### config.mk
export PLATFORM = sky130hd
export DESIGN_NAME = mlane_i2s_tx
export DESIGN_NICKNAME = d
export VERILOG_FILES = /design/src/rtl/i2s_tx_pkg.sv /design/src/rtl/i2s_tx_fifo.sv /design/src/rtl/i2s_tx_stager.sv /design/src/rtl/i2s_tx_lane.sv /design/src/rtl/mlane_i2s_tx.sv
export SDC_FILE = /design/constraint.sdc
export NUM_CORES = 2
export LEC_CHECK = 0
export BUFFER_PORTS_ARGS = -buffer_cell sky130_fd_sc_hd__buf_4
export CORE_MARGIN = 8
export CORE_UTILIZATION = 25
export DETAILED_ROUTE_END_ITERATION = 10
export SLEW_MARGIN = 5
export SYNTH_ARGS = -nofsm -noshare
export SYNTH_HDL_FRONTEND = slang
export SYNTH_SLANG_ARGS = --single-unit
### constraint.sdc
create_clock -name clk -period 5.2 [get_ports clk]
set_input_delay 1.04 -clock clk [delete_from_list [all_inputs] [get_ports clk]]
set_output_delay 1.04 -clock clk [all_outputs]
set_load 0.05 [all_outputs]
### src/rtl/i2s_tx_pkg.sv
`timescale 1ns/1ps
package i2s_tx_pkg;
  typedef logic [31:0] word_t;

  localparam int ADDR_DATA  = 0;
  localparam int ADDR_GCTL  = 4;
  localparam int LANE_STRIDE = 32;

  localparam int G_MASTER  = 0;
  localparam int G_CNT_LO  = 13;
  localparam int G_CNT_HI  = 23;
  localparam int G_DATA_EN = 24;
  localparam int G_UFLOW   = 31;

  localparam int L_EN    = 0;
  localparam int L_DELAY = 1;
endpackage

### src/rtl/i2s_tx_fifo.sv
`timescale 1ns/1ps
module i2s_tx_fifo #(
  parameter int DEPTH = 32,
  parameter int W     = 32
) (
  input  logic                       clk,
  input  logic                       rst,
  input  logic                       flush,
  input  logic                       push,
  input  logic [W-1:0]               din,
  input  logic                       pop,
  output logic [W-1:0]               dout,
  output logic [$clog2(DEPTH):0]     level
);
  localparam int AW = $clog2(DEPTH);

  logic [W-1:0] mem [DEPTH];
  logic [AW:0]  wp, rp;
  logic         full, do_push;

  assign level   = wp - rp;
  assign full    = (level == (AW+1)'(DEPTH));
  assign do_push = push && !full && !flush;

  always_ff @(posedge clk) begin
    if (do_push) mem[wp[AW-1:0]] <= din;
  end

  always_ff @(posedge clk) begin
    if (pop) dout <= mem[rp[AW-1:0]];
  end

  always_ff @(posedge clk) begin
    if (rst || flush) begin
      wp <= '0;
      rp <= '0;
    end else begin
      if (do_push) wp <= wp + 1'b1;
      if (pop)     rp <= rp + 1'b1;
    end
  end

  assert_level_bound_R2: assert property (@(posedge clk) disable iff (rst)
    level <= (AW+1)'(DEPTH));
  assert_pop_nonempty_R2: assert property (@(posedge clk) disable iff (rst)
    pop |-> level != '0);
endmodule

### src/rtl/i2s_tx_stager.sv
`timescale 1ns/1ps
module i2s_tx_stager #(
  parameter int LANES = 4,
  parameter int DEPTH = 32
) (
  input  logic                                clk,
  input  logic                                rst,
  input  logic                                flush,
  input  logic                                go,
  input  logic [$clog2(2*LANES+1)-1:0]        need,
  input  logic [$clog2(DEPTH):0]              level,
  input  logic [31:0]                         q,
  input  logic                                consume,
  output logic                                pop,
  output logic                                staged,
  output logic [2*LANES-1:0][31:0]            words
);
  localparam int NW   = $clog2(2*LANES+1);
  localparam int IW   = $clog2(2*LANES);
  localparam int LVLW = $clog2(DEPTH) + 1;

  logic          busy, pend;
  logic [NW-1:0] iss, pidx;

  assign pop = busy;

  always_ff @(posedge clk) begin
    if (rst || flush) begin
      busy   <= 1'b0;
      pend   <= 1'b0;
      staged <= 1'b0;
      iss    <= '0;
      pidx   <= '0;
    end else begin
      pend <= busy;
      pidx <= iss;
      if (busy) begin
        iss <= iss + 1'b1;
        if (iss == need - NW'(1)) busy <= 1'b0;
      end else if (go && !staged && !pend && level >= LVLW'(need)) begin
        busy <= 1'b1;
        iss  <= '0;
      end
      if (consume) staged <= 1'b0;
      if (pend && pidx == need - NW'(1)) staged <= 1'b1;
    end
  end

  always_ff @(posedge clk) begin
    if (pend) words[pidx[IW-1:0]] <= q;
  end

  // a burst never starts while a frame is already held
  assert_no_overrun_R2: assert property (@(posedge clk) disable iff (rst)
    (staged && !consume) |=> !busy || $past(busy));
endmodule

### src/rtl/i2s_tx_lane.sv
`timescale 1ns/1ps
module i2s_tx_lane (
  input  logic        clk,
  input  logic        rst,
  input  logic        en,
  input  logic        delayed,
  input  logic        slot,
  input  logic        frame_start,
  input  logic        load_valid,
  input  logic [31:0] word_l,
  input  logic [31:0] word_r,
  output logic        sd
);
  logic [63:0] sh, nw;

  always_comb nw = load_valid ? {word_l, word_r} : 64'd0;

  always_ff @(posedge clk) begin
    if (rst || !en) begin
      sh <= '0;
      sd <= 1'b0;
    end else if (slot) begin
      if (frame_start) begin
        if (delayed) begin
          sd <= sh[63];
          sh <= nw;
        end else begin
          sd <= nw[63];
          sh <= {nw[62:0], 1'b0};
        end
      end else begin
        sd <= sh[63];
        sh <= {sh[62:0], 1'b0};
      end
    end
  end

  assert_lane_quiet_R5: assert property (@(posedge clk) disable iff (rst)
    !en |=> !sd);
  assert_hold_between_slots_R3: assert property (@(posedge clk) disable iff (rst)
    (en && !slot && $past(en)) |=> $stable(sd));
endmodule

### src/rtl/mlane_i2s_tx.sv
`timescale 1ns/1ps
module mlane_i2s_tx
  import i2s_tx_pkg::*;
#(
  parameter int LANES  = 4,
  parameter int DEPTH  = 32,
  parameter int ADDR_W = 8
) (
  input  logic              clk,
  input  logic              rst,
  input  logic              wr_en,
  input  logic [ADDR_W-1:0] wr_addr,
  input  logic [31:0]       wr_data,
  input  logic [ADDR_W-1:0] rd_addr,
  output logic [31:0]       rd_data,
  input  logic              bit_tick,
  input  logic              frame_tick,
  output logic [LANES-1:0]  sd_out
);
  localparam int NW        = $clog2(2*LANES+1);
  localparam int LVLW      = $clog2(DEPTH) + 1;
  localparam int LANE_BASE = (1 << $clog2(LANES)) * LANE_STRIDE;

  logic              master, den, uflow;
  logic [10:0]       cnt_field;
  logic [LANES-1:0]  lane_en, lane_dly, lane_on;
  logic [NW-1:0]     act, need;
  logic              gwr, push, fstart, consume, staged, pop;
  logic [LVLW-1:0]   level;
  logic [31:0]       q;
  logic [2*LANES-1:0][31:0] stg_words;

  assign gwr     = wr_en && (wr_addr == ADDR_W'(ADDR_GCTL));
  assign push    = wr_en && (wr_addr == ADDR_W'(ADDR_DATA)) && master;
  assign fstart  = bit_tick && frame_tick;
  assign consume = fstart && master && den && staged;

  always_comb begin
    if (cnt_field >= 11'(LANES)) act = NW'(LANES);
    else                         act = NW'(cnt_field) + NW'(1);
    need = act << 1;
  end

  always_ff @(posedge clk) begin
    if (rst) begin
      master    <= 1'b0;
      den       <= 1'b0;
      cnt_field <= '0;
      uflow     <= 1'b0;
    end else begin
      if (gwr) begin
        master    <= wr_data[G_MASTER];
        den       <= wr_data[G_DATA_EN];
        cnt_field <= wr_data[G_CNT_HI:G_CNT_LO];
        if (wr_data[G_UFLOW]) uflow <= 1'b0;
      end
      if (fstart && master && den && !staged) uflow <= 1'b1;
    end
  end

  always_ff @(posedge clk) begin
    if (rst) begin
      lane_en  <= '0;
      lane_dly <= '0;
    end else if (wr_en) begin
      for (int i = 0; i < LANES; i++) begin
        if (wr_addr == ADDR_W'(LANE_BASE + LANE_STRIDE*i)) begin
          lane_en[i]  <= wr_data[L_EN];
          lane_dly[i] <= wr_data[L_DELAY];
        end
      end
    end
  end

  always_ff @(posedge clk) begin
    if (rst) begin
      rd_data <= '0;
    end else begin
      rd_data <= '0;
      if (rd_addr == ADDR_W'(ADDR_GCTL))
        rd_data <= {uflow, 6'd0, den, cnt_field, 12'd0, master};
      for (int i = 0; i < LANES; i++) begin
        if (rd_addr == ADDR_W'(LANE_BASE + LANE_STRIDE*i))
          rd_data <= {30'd0, lane_dly[i], lane_en[i]};
      end
    end
  end

  i2s_tx_fifo #(.DEPTH(DEPTH), .W(32)) u_fifo (
    .clk   (clk),
    .rst   (rst),
    .flush (!master),
    .push  (push),
    .din   (wr_data),
    .pop   (pop),
    .dout  (q),
    .level (level)
  );

  i2s_tx_stager #(.LANES(LANES), .DEPTH(DEPTH)) u_stager (
    .clk     (clk),
    .rst     (rst),
    .flush   (!master),
    .go      (master && den),
    .need    (need),
    .level   (level),
    .q       (q),
    .consume (consume),
    .pop     (pop),
    .staged  (staged),
    .words   (stg_words)
  );

  for (genvar g = 0; g < LANES; g++) begin : g_lane
    assign lane_on[g] = master && lane_en[g] && (act > NW'(g));
    i2s_tx_lane u_lane (
      .clk         (clk),
      .rst         (rst),
      .en          (lane_on[g]),
      .delayed     (lane_dly[g]),
      .slot        (bit_tick),
      .frame_start (fstart),
      .load_valid  (consume),
      .word_l      (stg_words[2*g]),
      .word_r      (stg_words[2*g+1]),
      .sd          (sd_out[g])
    );
  end

  assert_flush_R8: assert property (@(posedge clk) disable iff (rst)
    !master |=> level == '0);
  assert_no_draw_R7: assert property (@(posedge clk) disable iff (rst)
    (!den && !pop) |=> !pop);
  assert_uflow_sticky_R6: assert property (@(posedge clk) disable iff (rst)
    (uflow && !(gwr && wr_data[G_UFLOW])) |=> uflow);
  assert_quiet_off_R8: assert property (@(posedge clk) disable iff (rst)
    !master |=> sd_out == '0);
endmodule

After elaboration in Yosys (flattened, before gate mapping)
Memories as Yosys holds them, arrays and structs flattened. A register that Yosys moved wholly into a read port is not among the register bits.
Index checks and enable logic that the tools add are counted.
W data, S select, Z words.
Word-level totals
  memories: 1
  output and inout port bits: 36
  input port bits: 53
  memory bits (writable): 1024
  word-level logic and storage cells: 157
  register bits after elaboration: 593
Operators by class
  multiplexer cells: 41
  $lt $le $gt $ge: 8
  add/subtract/negate cells: 6
  equal/unequal tests: 13
  bitwise operators: 1
  reductions and logical operators: 49
Memory list
  u_fifo.mem: depth 32, bits a word 32, rd ports 1, clocked after Yosys merged registers in 1, write ports 1, line i2s_tx_fifo.sv:17  | logic [W-1:0] mem [DEPTH];
Operators with widths (number)
  $mux W64: 12
  $bwmux W256: 1
  $demux W32 S3: 1
  $eq A8 B8 Y1 const B: 8
  $mux W32: 1
  $logic_and A1 B1 Y1: 24
  $mux W1: 19
  $eq A8 B3 Y1 const B: 2
  $add A6 B1 Y6 const B: 2
  $mux W4: 3
  $ge A11 B3 Y1 const B: 1
  $reduce_and A2 Y1: 5
  $add A4 B1 Y4 const B: 2
  $eq A4 B4 Y1: 2
  $gt A4 B1 Y1 const B: 2
  $gt A4 B2 Y1 const B: 2
  $logic_not A1 Y1: 8
  $logic_not A8 Y1: 1
  $mux W2: 4
  $reduce_bool A2 Y1: 4
  $eq A6 B6 Y1 const B: 1
  $ge A6 B4 Y1: 1
  $reduce_or A6 Y1: 1
  $sub A6 B6 Y6: 1
  6 further kinds: 10

Longest topological paths before layout
  word-level depth: 7
  gate-level depth with buffers: 16
  mapped depth without buffers: 13

By module
From an unflattened synthesis, not the netlist that was laid out.
Second synthesis, totals
  cell total of the unflattened synthesis: 3742
  area, all modules: 63817.5 um^2
Modules (own cells, without submodules)
  i2s_tx_fifo: times used 1, cells each 1701, sequential area each 31950.6 um^2, area each 40859.2 um^2
  i2s_tx_lane: times used 4, cells each 383, sequential area each 1301.2 um^2, area each 3226.8 um^2
  i2s_tx_stager: times used 1, cells each 334, sequential area each 7907.6 um^2, area each 8371.8 um^2
  mlane_i2s_tx: times used 1, cells each 175, sequential area each 740.7 um^2, area each 1679.1 um^2

Worst setup path before layout
OpenSTA, ideal clock, no wires.
  path type: register -> register
  start: register u_fifo.rp[2]
  end: memory u_fifo.mem[30][0], enable pin
  buffers on the path: 2
  data arrival time: 4073 ps
  setup time: 421 ps
  cell stages (with the launch flop): 11
  clock period less this slack: 4494 ps
  setup slack: 706 ps
  required time: 4779 ps
  path through: dfxtp_1 -> buf_1 -> buf_1 -> inv_1 -> ha_1 -> o21ai_0 -> a21oi_1 -> a31o_1 -> o2111ai_1 -> nand3_1 -> nor2_1
Between the ends
  cells in the longest elaborated chain, start to end: 7
RTL lines
  start, declared: line i2s_tx_fifo.sv:18  | logic [AW:0] wp, rp;
  start signal, assigned: line i2s_tx_fifo.sv:39  | if (pop) rp <= rp + 1'b1;
  $sub A6 B6 Y6: line i2s_tx_fifo.sv:21  | assign level = wp - rp;
  $eq A6 B6 Y1: line i2s_tx_fifo.sv:22  | assign full = (level == (AW+1)'(DEPTH));
  $logic_not A1 Y1: line i2s_tx_fifo.sv:23  | assign do_push = push && !full && !flush;
  $logic_and A1 B1 Y1 (2 in a row): line i2s_tx_fifo.sv:23
  $mux W1: line i2s_tx_fifo.sv:26  | if (do_push) mem[wp[AW-1:0]] <= din;
  $mux W1 (not written as such): line i2s_tx_fifo.sv:26
  end, declared: line i2s_tx_fifo.sv:17
No other way between the ends.

Worst setup path after layout
  start: register u_fifo.rp[0]
  end: memory u_fifo.mem[26][29], enable pin
The elaborated chain is that of the path after synthesis.

==> flow_metrics.py <==
metrics = {
    "placement": {
        "dp_hpwl_um": 92300,
        "dp.cells": 6979,
        "port_buffers": 71,
        "placed_cell_area_um2": 69300,
        "gp_congestion": 0.755,
    },
    "detailed_routing": {
        "drtPass1Iterations": 5,
        "route.vias.total": 33900,
        "wire_per_inst_um": 21.1,
        "ant_nets": 0,
        "drt-initial-drc-count": 3416,
        "routed_via_density": 4.64,
        "drcViolationCount": 0,
        "drt_wl_total_um": 154000,
    },
    "critical_path": {
        "slowest_delay_ns": 0.70,
        "path_cells": "ha_1 -> inv_1 -> fa_1 -> a21o_1 -> a21oi_1 -> xor2_1 -> o2111ai_1 -> nand3_1 -> buf_4 -> nor2_4 -> buf_12",
        "cp.arrival_ns": 4.40,
        "crit_slowest_cell": "dfxtp_4",
        "reg2reg_from": "u_fifo.rp[0]",
        "worstSetupEndpointType": "flop",
        "cp.required_ns": 5.67,
        "cp-start-kind": "flop",
        "path_max_fanout": 25,
        "cp-startpoint": "u_fifo.rp[0]",
        "critical_path_class": "flop to flop",
        "rrSetupSlack_ns": 1.27,
    },
    "synth": {
        "synth_top_family_by_area": "multiplexers",
        "post_synth_xor_area_fraction_pct": 0.218,
        "yosysUniqueCellTypes": 60,
        "syn_inst": 3705,
        "synthArstFlopShare_pct": 0,
        "synthSimpleGateAreaFrac_pct": 3.67,
        "synth_flop_cell": "edfxtp_1",
        "synth_adder_area_share_pct": 0.420,
        "synth-compound-area-share_pct": 6.34,
        "ys_seq_elements": 1632,
        "avgSynthCellArea_um2": 17.4,
        "synth_area_um2": 64300,
        "yosysSeqAreaShare_pct": 71.2,
        "synth_edf_count": 1312,
        "synthMuxAreaShare_pct": 15.9,
        "yosysWarnings": 0,
    },
    "clocking": {
        "clock_latency_ns": 0.80,
        "cts_tree": "yes",
        "postCtsSetupBuffers": 0,
        "path_clk_slew_ns": 0.06,
        "cts_buffers": 170,
        "ctsHoldBuffers": 0,
        "clock_path_buffers": 3,
        "clock-sinks": 1632,
        "root_buffer": "clkbuf_16",
        "cts_resized": 0,
        "htreeDepth": 4,
    },
    "run_status": {
        "status": "finished clean",
    },
    "floorplanning": {
        "dieHeight_um": 523,
        "coreArea_um2": 256000,
        "num_rows": 186,
        "ios": 89,
        "initial_utilization_pct": 25.1,
        "die_area_um2": 274000,
        "dieWidth_um": 523,
    },
    "power_and_ir_drop": {
        "ir_drop_v": 0.000239,
        "p_int_w": 0.0214,
        "switching_share_pct": 20.3,
        "combPwrFrac_pct": 1.7,
        "power_leakage_nw": 22.9,
        "p_per_area_nw_per_um2": 359,
        "power.share.clock_pct": 46.1,
        "pwr-share-seq_pct": 52.2,
        "netSwitchingPower_w": 0.00546,
    },
    "cells_and_area": {
        "multi_input_area_um2": 17500,
        "syn2layout_area_growth_pct": 16.6,
        "fin_nets": 3841,
        "layout-drive-gt1-share_pct": 25.6,
        "regArea_um2": 45800,
        "fillers": 25100,
        "final_area_um2": 75000,
        "final_cells": 7296,
    },
    "sta": {
        "rsz0062_at_grt": "false",
        "fmax_ghz": 0.255,
        "drv_slew": 0,
        "period_share_pct": 75.5,
        "finalSetupViolCount": 0,
        "skew_ns": 0.0341,
        "finalHoldViolCount": 0,
        "finalCriticalPeriod_ns": 3.93,
        "fin_setup_tns_ns": 0,
        "tightest_slew_ns": 1.17,
        "slew_headroom_pct": 22.1,
    },
    "grt": {
        "grt_pass1_wl_um": 230000,
        "grt_max_degree": 225,
        "grt_usage_pct": 10.9,
        "overflow": 0,
        "grt_pass1_vias": 34600,
        "antenna_found_initial": 11,
    },
    "min_path": {
        "holdCritStartpoint": "g_lane[2].u_lane.sd",
        "hold_path.class": "flop to flop",
    },
    "job": {
        "max_cap_violations": 0,
    },
}
layout make-up:
| cell class | count | area share, % |
|---|---|---|
| repair buffers | 158 | 2.19 |
| multi-input cells | 1783 | 23.3 |
| flip-flops and latches | 1632 | 61.1 |
| inverters | 22 | 0.133 |
| diodes | 2 | 0.00667 |
| well taps | 3384 | 5.64 |
| clock inverters | 78 | 1.29 |
| clock buffers | 237 | 6.34 |
logic make-up after synthesis:
kind of cell	after synthesis
simple gates	576
other cells	1
buf+inv	306
compound gates	560
xor+xnor	16
flops	1632
fa+ha+maj	21
mux	593
worst max-delay path: cells and delay by family (launching register included):
family,cells,cell delay (ns)
buf+inv,3,0.63
xor+xnor,1,0.12
simple gates,2,0.77
flops,1,0.70
fa+ha+maj,2,0.65
compound gates,3,0.71
layer usage:
| metal | global-route usage, % | vias to the layer above | routed length, um |
|---|---|---|---|
| li1 | - | 14900 | - |
| met1 | 14.3 | 17800 | 66300 |
| met2 | 17.9 | 883 | 74100 |
| met3 | 2.61 | 224 | 9230 |
| met4 | 3.34 | 4 | 4540 |
| met5 | 0 | - | 21 |
metrics by stage:
step | utilization (%) | setup slack (ns) | power, W | hold WS, ns
5_1_grt | 29.2 | 1.03 | 0.0277 | 0.498
6_report | 29.2 | 1.27 | 0.0269 | 0.481
3_5_place_dp | 27.0 | 0.768 | 0.0148 | 0.476
2_1_floorplan | - | 0.706 | 0.0146 | 0.431
4_1_cts | 29.2 | 1.23 | 0.0272 | 0.485
3_3_place_gp | 27.0 | 0.495 | 0.0148 | 0.462
path summary, 6_finish.rpt:
kind,endpoint,cells past startpoint
max,u_fifo.mem[26][29],11
min,g_lane[2].u_lane.sd,2
max reg2reg,u_fifo.mem[26][29],11
min reg2reg,g_lane[2].u_lane.sd,2
registers in the layout, summed over array words and instances, names as in the netlist, 4 cells and up:
register and cells:
u_stager.iss 4, lane_en 4, cnt_field 11, g_lane.u_lane.sd 4
u_stager.pidx 4, u_fifo.dout 32, u_stager.words 256, u_fifo.mem 1024
g_lane.u_lane.sh 256, u_fifo.rp 6, rd_data 15, u_fifo.wp 6
lane_dly 4
cell usage after synthesis, types with 4 or more instances:
library cell  number  area [um^2]
a32oi_1            4         35.0
buf_2             55          275
clkbuf_1         159          597
a211oi_1          39          293
a21oi_1           50          250
a31oi_1            5         31.3
mux2_2           215         2420
nand3_1           21          105
mux2i_1           57          571
a221o_1          215         2150
buf_4             25          188
nor3_1            10         50.1
ha_1              20          250
o211ai_1           5         37.5
nand2b_1           5         31.3
edfxtp_1        1312        39400
nand3b_1          10         75.1
nand2_1          124          465
xnor2_1           10         87.6
and2_1            12         75.1
inv_1             20         75.1
buf_1             24         90.1
buf_6             21          236
nor2_1           368         1380
nand4_1            4         25.0
o21ai_0          222         1110
xor2_1             6         52.6
or3_1              4         25.0
dfxtp_1          320         6410
mux4_2           321         7230
power by group through the flow:
stage,clock (W),sequential (W),combinational (W)
detailed placement,0,0.0143,0.000456
floorplan,0,0.0143,0.000232
global placement,0,0.0143,0.000445
global route,0.0132,0.0140,0.000496
finish,0.0124,0.0140,0.000454
CTS,0.0127,0.0140,0.000458
cells in the final DEF, fill, tap and decap left out, drive strengths merged, types with 17 or more instances in the layout:
| cell | synthesis | final |
|---|---|---|
| edfxtp | 1312 | 1312 |
| nor2 | 369 | 369 |
| mux4 | 321 | 321 |
| dfxtp | 320 | 320 |
| clkbuf | 159 | 238 |
| o21ai | 222 | 222 |
| mux2 | 215 | 215 |
| a221o | 215 | 215 |
| buf | 125 | 157 |
| nand2 | 124 | 124 |
| mux2i | 57 | 57 |
| a21oi | 50 | 50 |
| clkinv | 1 | 44 |
| a211oi | 39 | 39 |
| inv | 21 | 34 |
| nand3 | 21 | 21 |
| ha | 20 | 20 |
| conb | 1 | 17 |
| bufinv | 0 | 17 |
Power figures use the tool's default switching activity.
